File: src/rtl/async_char_rx_pkg.sv
package async_char_rx_pkg;

    typedef enum logic [2:0] {
        ST_HUNT   = 3'd0,
        ST_VERIFY = 3'd1,
        ST_DATA   = 3'd2,
        ST_PARITY = 3'd3,
        ST_STOP   = 3'd4
    } rx_state_t;

    typedef struct packed {
        logic parity_on;
        logic parity_odd;
        logic two_stop;
    } rx_cfg_t;

    typedef struct packed {
        logic par_bad;
        logic frm_bad;
    } rx_flags_t;

    // Returns 1 when the ones count of data plus parity bit breaks the rule
    function automatic logic parity_mismatch(input logic data_xor,
                                             input logic par_bit,
                                             input logic odd_mode);
        return (data_xor ^ par_bit) != odd_mode;
    endfunction

    function automatic logic [1:0] stop_count(input logic two_stop);
        return two_stop ? 2'd2 : 2'd1;
    endfunction

endpackage

File: src/rtl/async_char_rx_sync.sv
module async_char_rx_sync #(
    parameter int STAGES = 2
) (
    input  logic clk,
    input  logic rst,
    input  logic din,
    output logic dout
);
    logic [STAGES-1:0] chain;

    always_ff @(posedge clk) begin
        if (rst) chain <= '1;
        else     chain <= {chain[STAGES-2:0], din};
    end

    assign dout = chain[STAGES-1];
endmodule

File: src/rtl/async_char_rx_bitcnt.sv
module async_char_rx_bitcnt #(
    parameter int MAX_COUNT = 8,
    localparam int CW = $clog2(MAX_COUNT + 1)
) (
    input  logic          clk,
    input  logic          rst,
    input  logic          load,
    input  logic [CW-1:0] load_val,
    input  logic          dec,
    output logic [CW-1:0] count,
    output logic          at_last
);
    always_ff @(posedge clk) begin
        if (rst)                   count <= '0;
        else if (load)             count <= load_val;
        else if (dec && count != 0) count <= count - 1'b1;
    end

    assign at_last = (count == CW'(1));
endmodule

File: src/rtl/async_char_rx_frame.sv
module async_char_rx_frame
    import async_char_rx_pkg::*;
#(
    parameter int DATA_BITS = 8,
    localparam int CW = $clog2(DATA_BITS + 1)
) (
    input  logic                 clk,
    input  logic                 rst,
    input  logic                 line_s,
    input  logic                 bit_strobe,
    input  logic                 half_strobe,
    input  rx_cfg_t              cfg_in,
    output logic                 done,
    output logic [DATA_BITS-1:0] shift_q,
    output rx_flags_t            flags_q
);
    rx_state_t     state;
    rx_cfg_t       cfg_q;
    logic          cnt_load, cnt_dec, cnt_last;
    logic [CW-1:0] cnt_val, cnt_q;

    async_char_rx_bitcnt #(.MAX_COUNT(DATA_BITS)) u_cnt (
        .clk(clk), .rst(rst), .load(cnt_load), .load_val(cnt_val),
        .dec(cnt_dec), .count(cnt_q), .at_last(cnt_last)
    );

    always_comb begin
        cnt_load = 1'b0;
        cnt_dec  = 1'b0;
        cnt_val  = '0;
        unique case (state)
            ST_VERIFY: if (half_strobe && !line_s) begin
                cnt_load = 1'b1;
                cnt_val  = CW'(DATA_BITS);
            end
            ST_DATA: if (bit_strobe) begin
                if (cnt_last && !cfg_q.parity_on) begin
                    cnt_load = 1'b1;
                    cnt_val  = CW'(stop_count(cfg_q.two_stop));
                end else begin
                    cnt_dec = 1'b1;
                end
            end
            ST_PARITY: if (bit_strobe) begin
                cnt_load = 1'b1;
                cnt_val  = CW'(stop_count(cfg_q.two_stop));
            end
            ST_STOP: if (bit_strobe) cnt_dec = 1'b1;
            default: ;
        endcase
    end

    always_ff @(posedge clk) begin
        if (rst) begin
            state   <= ST_HUNT;
            cfg_q   <= '0;
            shift_q <= '0;
            flags_q <= '0;
            done    <= 1'b0;
        end else begin
            done <= 1'b0;
            unique case (state)
                ST_HUNT: if (!line_s) state <= ST_VERIFY;
                ST_VERIFY: if (half_strobe) begin
                    if (!line_s) begin
                        state   <= ST_DATA;
                        cfg_q   <= cfg_in;
                        flags_q <= '0;
                    end else begin
                        state <= ST_HUNT;
                    end
                end
                ST_DATA: if (bit_strobe) begin
                    shift_q <= {line_s, shift_q[DATA_BITS-1:1]};
                    if (cnt_last) state <= cfg_q.parity_on ? ST_PARITY : ST_STOP;
                end
                ST_PARITY: if (bit_strobe) begin
                    flags_q.par_bad <= parity_mismatch(^shift_q, line_s, cfg_q.parity_odd);
                    state <= ST_STOP;
                end
                ST_STOP: if (bit_strobe) begin
                    if (!line_s) flags_q.frm_bad <= 1'b1;
                    if (cnt_last) begin
                        done  <= 1'b1;
                        state <= ST_HUNT;
                    end
                end
                default: state <= ST_HUNT;
            endcase
        end
    end


    hunt_idle_chk: assert property (@(posedge clk) disable iff (rst)
        (state == ST_HUNT && line_s) |=> (state == ST_HUNT));

    start_reject_chk: assert property (@(posedge clk) disable iff (rst)
        (state == ST_VERIFY && half_strobe && line_s) |=> (state == ST_HUNT && !done));

    cnt_range_chk: assert property (@(posedge clk) disable iff (rst)
        cnt_q <= CW'(DATA_BITS));

    half_ignored_chk: assert property (@(posedge clk) disable iff (rst)
        (state == ST_DATA && half_strobe && !bit_strobe) |=> $stable(shift_q));

    no_parity_state_chk: assert property (@(posedge clk) disable iff (rst)
        (state == ST_PARITY) |-> cfg_q.parity_on);
endmodule

File: src/rtl/async_char_rx_hold.sv
module async_char_rx_hold
    import async_char_rx_pkg::*;
#(
    parameter int DATA_BITS = 8
) (
    input  logic                 clk,
    input  logic                 rst,
    input  logic                 done,
    input  logic [DATA_BITS-1:0] data_in,
    input  rx_flags_t            flags_in,
    input  logic                 read_ack,
    output logic [DATA_BITS-1:0] data_q,
    output rx_flags_t            flags_q,
    output logic                 valid_q,
    output logic                 overrun_q
);
    always_ff @(posedge clk) begin
        if (rst) begin
            data_q    <= '0;
            flags_q   <= '0;
            valid_q   <= 1'b0;
            overrun_q <= 1'b0;
        end else if (done) begin
            data_q    <= data_in;
            flags_q   <= flags_in;
            valid_q   <= 1'b1;
            overrun_q <= !read_ack && (valid_q || overrun_q);
        end else if (read_ack) begin
            valid_q   <= 1'b0;
            overrun_q <= 1'b0;
        end
    end


    valid_set_chk: assert property (@(posedge clk) disable iff (rst)
        done |=> valid_q);

    valid_clear_chk: assert property (@(posedge clk) disable iff (rst)
        (read_ack && !done) |=> !valid_q);

    overrun_set_chk: assert property (@(posedge clk) disable iff (rst)
        (done && valid_q && !read_ack) |=> overrun_q);

    overrun_clear_chk: assert property (@(posedge clk) disable iff (rst)
        (read_ack && !done) |=> !overrun_q);
endmodule

File: src/rtl/async_char_rx.sv
module async_char_rx
    import async_char_rx_pkg::*;
#(
    parameter int DATA_BITS   = 8,
    parameter int SYNC_STAGES = 2
) (
    input  logic                 clk,
    input  logic                 rst,
    input  logic                 serial_in,
    input  logic                 bit_strobe,
    input  logic                 half_strobe,
    input  logic                 cfg_parity_on,
    input  logic                 cfg_parity_odd,
    input  logic                 cfg_two_stop,
    input  logic                 read_ack,
    output logic [DATA_BITS-1:0] char_out,
    output logic                 char_valid,
    output logic                 parity_fault,
    output logic                 frame_fault,
    output logic                 overrun
);
    logic                 line_s;
    logic                 frame_done;
    logic [DATA_BITS-1:0] frame_data;
    rx_flags_t            frame_flags, held_flags;
    rx_cfg_t              cfg;

    assign cfg = '{parity_on: cfg_parity_on, parity_odd: cfg_parity_odd,
                   two_stop: cfg_two_stop};

    async_char_rx_sync #(.STAGES(SYNC_STAGES)) u_sync (
        .clk(clk), .rst(rst), .din(serial_in), .dout(line_s)
    );

    async_char_rx_frame #(.DATA_BITS(DATA_BITS)) u_frame (
        .clk(clk), .rst(rst), .line_s(line_s), .bit_strobe(bit_strobe),
        .half_strobe(half_strobe), .cfg_in(cfg), .done(frame_done),
        .shift_q(frame_data), .flags_q(frame_flags)
    );

    async_char_rx_hold #(.DATA_BITS(DATA_BITS)) u_hold (
        .clk(clk), .rst(rst), .done(frame_done), .data_in(frame_data),
        .flags_in(frame_flags), .read_ack(read_ack), .data_q(char_out),
        .flags_q(held_flags), .valid_q(char_valid), .overrun_q(overrun)
    );

    assign parity_fault = held_flags.par_bad;
    assign frame_fault  = held_flags.frm_bad;


    reset_quiet_chk: assert property (@(posedge clk)
        rst |=> (!char_valid && !overrun && !parity_fault && !frame_fault));
endmodule

File: config.mk
export PLATFORM = sky130hd
export DESIGN_NAME = async_char_rx
export DESIGN_NICKNAME = d
export VERILOG_FILES = /design/src/rtl/async_char_rx_pkg.sv /design/src/rtl/async_char_rx_sync.sv /design/src/rtl/async_char_rx_bitcnt.sv /design/src/rtl/async_char_rx_frame.sv /design/src/rtl/async_char_rx_hold.sv /design/src/rtl/async_char_rx.sv
export SDC_FILE = /design/constraint.sdc
export NUM_CORES = 1
export LEC_CHECK = 0
export ABC_AREA = 1
export BUFFER_PORTS_ARGS = -buffer_cell sky130_fd_sc_hd__buf_2
export CORE_MARGIN = 2
export CORE_UTILIZATION = 55
export DETAILED_ROUTE_END_ITERATION = 10
export GPL_TIMING_DRIVEN = 0
export HOLD_SLACK_MARGIN = 0.12
export PLACE_DENSITY = 0.79
export SYNTH_ARGS = -nofsm -noshare
export SYNTH_HDL_FRONTEND = slang
export SYNTH_SLANG_ARGS = --single-unit
File: constraint.sdc
create_clock -name clk -period 1.5 [get_ports clk]
set_input_delay 0.15 -clock clk [delete_from_list [all_inputs] [get_ports clk]]
set_output_delay 0.15 -clock clk [all_outputs]
set_load 0.02 [all_outputs]
==> reports/metrics.cfg <==
[status]
status = finished, final reports clean

[drt]
drt-initial-drc-count = 69
routed_via_density = 5.19
drt-pass1-iter-count = 4
drcViolationCount = 0
wirelength_um = 3550
vias = 1540
drt-wirelength-per-cell_um = 11.9
antenna_left = 0

[worst_setup_path]
worst-setup-path-type = register to register
cp-end-kind = register
critPathBufInv = 2
rr_worst_depth = 10
path_cells = inv_2 -> ha_4 -> nand3_4 -> o21ai_2 -> nand2_2 -> or2_1 -> nand2_1 -> nand2_1 -> inv_1 -> nor2_1
worst_path_most_repeated_cell = nand2_1
cp.required_ns = 1.75
r2r_start = u_frame.u_cnt.count[1]$_SDFFE_PP0P_
crit_family = simple AND/OR/NAND/NOR gates
rrSetupSlack_ns = 0.08
max_stage_delay_ns = 0.34
cpMaxStageDelayCell = dfxtp_2
critical_path.max_fanout = 5
regToRegEndpoint = u_frame.u_cnt.count[1]$_SDFFE_PP0P_
startpoint_type = register
cp.arrival_ns = 1.67

[die]
io_pins = 21
die_w_um = 59.0
coreArea_um2 = 2810
dieArea_um2 = 3480
die_h_um = 59.0
num_rows = 19
start_util = 0.594

[sta]
slew_violations = 0
setup_ws_ns = 0.0777
tightest_slew_ns = 0.378
fin_crit_ns = 1.42
clock_skew_ns = 0.00911
post-route-period-util = 0.948
timing.fmax_ghz = 0.703
rsz0062_at_grt = true
setup_violations = 0
setup_tns_ns = 0
slew_headroom = 0.748
finalHoldViolations = 0

[yosys]
synth_fp_nets = 240
synth_edf_count = 0
ys_top_cells_by_area = dfxtp_1 42%, o21ai_0 8.1%, nand2_1 7.9%
syn_avg_cell_area_um2 = 7.27
ys_seq_area_frac = 0.421
yosysWarnings = 0
synth-seq-cells = 35
netlist_area_um2 = 1670
synth_top_area_frac = 0.421
yosys.area.top_type = dfxtp_1
yosys-top-cells-count = 35 x dfxtp_1, 35 x nand2_1, 27 x nor2_1, 27 x o21ai_0, 25 x inv_1
ys_types = 30
synth_ff_type = dfxtp_1
synthArstFlopShare = 0
syn_inst = 229

[pwr]
power.leakage_nw = 0.935
power_mw = 2.35
power_density_nw_per_um2 = 1190
vdd_drop_max_mv = 0.965

[finish]
multi_input_area_um2 = 846
nFillCells = 237
nets = 276
seqCellArea_um2 = 704
fin_cells = 297
layout-drive-gt1-share = 0.248
area_growth_pct = 18.7
diodes = 0

[placed_design]
io_buffers = 20
dp_hpwl_um = 2530
dp.cells = 280
gp_congestion = 0.865
dp_slack_ns = 0.0563

[clock_tree]
htreeDepth = 2
clock_latency_ns = 0.35
clk_pin_slew_ns = 0.11
cts.sinks = 35
cts_tree = built
clockBufferDepth = 2
root_buffer = clkbuf_4
cts_buffers = 5

[grt]
grt_pass1_wl_um = 5910
grt.overflow.total = 0
grt_usage = 0.232
antenna_found_initial = 0
grt_max_degree = 12
first_global_vias = 1332

[job]
max_cap_violations = 0

[hold_path]
hold_end = u_frame.done$_SDFF_PP0_
hold_class = input port to register
holdPathStages = 3
hp-start = bit_strobe

## cell type report
type | instances | share of cell area
tap | 31 | 0.0196
sequential | 35 | 0.356
clock inverter | 2 | 0.00633
buffer | 6 | 0.0152
timing repair buffer | 29 | 0.0949
inverter | 31 | 0.0589
clock buffer | 6 | 0.0209
multi-input combinational | 157 | 0.428
## worst max path at each step
stage / slack [ns] / to / cells past startpoint / from
floorplan: 0.17 / u_frame.u_cnt.count[1]$_SDFFE_PP0P_ / 10 / u_frame.u_cnt.count[1]$_SDFFE_PP0P_
global placement: 0.07 / u_frame.u_cnt.count[1]$_SDFFE_PP0P_ / 10 / u_frame.u_cnt.count[1]$_SDFFE_PP0P_
detailed placement: 0.06 / u_frame.u_cnt.count[1]$_SDFFE_PP0P_ / 10 / u_frame.u_cnt.count[1]$_SDFFE_PP0P_
CTS: 0.04 / u_frame.u_cnt.count[1]$_SDFFE_PP0P_ / 10 / u_frame.u_cnt.count[1]$_SDFFE_PP0P_
global route: -0.02 / u_frame.u_cnt.count[1]$_SDFFE_PP0P_ / 10 / u_frame.u_cnt.count[1]$_SDFFE_PP0P_
finish: 0.08 / u_frame.u_cnt.count[1]$_SDFFE_PP0P_ / 10 / u_frame.u_cnt.count[1]$_SDFFE_PP0P_
## cells in the final DEF (no fill, tap or decap)
cell           Yosys  routed
nand2_1           35      35
dfxtp_1           35      32
nor2_1            27      27
o21ai_0           27      26
inv_1             25      24
a21oi_1           20      20
buf_2              1      20
nand3_1           11      10
inv_2              6       7
dlygate4sd3_1      0       7
clkbuf_4           1       6
nand2_2            5       5
nor3_1             4       4
o21ai_1            3       4
clkbuf_1           4       3
nand2_4            3       3
nor2_2             3       3
buf_4              0       3
dfxtp_2            0       3
clkbuf_2           0       2
nor2_4             2       2
o21ai_2            2       2
xor2_1             2       2
or2_2              2       2
nand4_1            1       1
nand3b_1           1       1
nand3_2            1       1
a21oi_4            1       1
o211ai_2           1       1
nand3_4            0       1
xnor2_1            1       1
a211oi_1           1       1
or2_1              1       1
a21oi_2            1       1
ha_1               2       1
ha_4               0       1
clkinv_2           0       1
clkinvlp_4         0       1
## stage by stage
stage / hold WS (ns) / utilization / cell area [µm²]
after CTS: 0.121 / 0.687 / 1930
after detailed placement: 0.343 / 0.643 / 1800
after floorplan: 0.219 / - / 1670
final: 0.143 / 0.705 / 1980
after global placement: 0.345 / 0.643 / 1800
after global routing: 0.135 / 0.705 / 1980
## layer usage
layer / track usage / up-vias / routed length [µm]
li1: - / 814 / -
met1: 0.314 / 687 / 1730
met4: 0.101 / 0 / 64
met2: 0.344 / 33 / 1550
met5: 0 / - / 0
met3: 0.0677 / 6 / 206
## power by group
group          total, mW  switching (mW)  leakage (nW)  internal, mW
Clock              0.498           0.317        0.0282         0.181
Sequential          1.09          0.0853         0.285          1.01
Combinational      0.762           0.468         0.622         0.294
Total               2.35           0.871         0.935          1.48
## state kept, by name, summed over array words and instances (netlist names)
| signal | cells |
|---|---|
| u_hold.valid_q | 1 |
| u_frame.flags_q | 2 |
| u_hold.data_q | 8 |
| u_frame.done | 1 |
| u_frame.cfg_q | 3 |
| u_hold.flags_q | 2 |
| u_frame.shift_q | 8 |
| u_sync.chain | 2 |
| u_hold.overrun_q | 1 |
| u_frame.u_cnt.count | 4 |
| u_frame.state | 3 |
## cells by family (layout without fill, tap and decap cells)
group                      after synthesis  count (layout)  share of synthesized area
AOI/OAI and AO/OA                       56              56                      0.188
DFF                                     35              35                      0.421
buffers and inverters                   37              74                     0.0864
xor gates and xnor gates                 3               3                     0.0158
and+or+nand+nor                         96              96                      0.274
adders and majority gates                2               2                     0.0150
## worst register-to-register path: stages (launching register included)
cell	delay, ns
dfxtp_2	0.34
inv_2	0.08
ha_4	0.15
nand3_4	0.08
o21ai_2	0.15
nand2_2	0.10
or2_1	0.26
nand2_1	0.06
nand2_1	0.04
inv_1	0.04
nor2_1	0.03
## timing repair
action,4_1_cts,5_1_grt
setup endpoints to repair,0,12
hold buffers,7,0
resized for setup,0,13
endpoints found under the hold margin,10,0
buffers inserted,0,3
(Power assumes the default switching activity.)
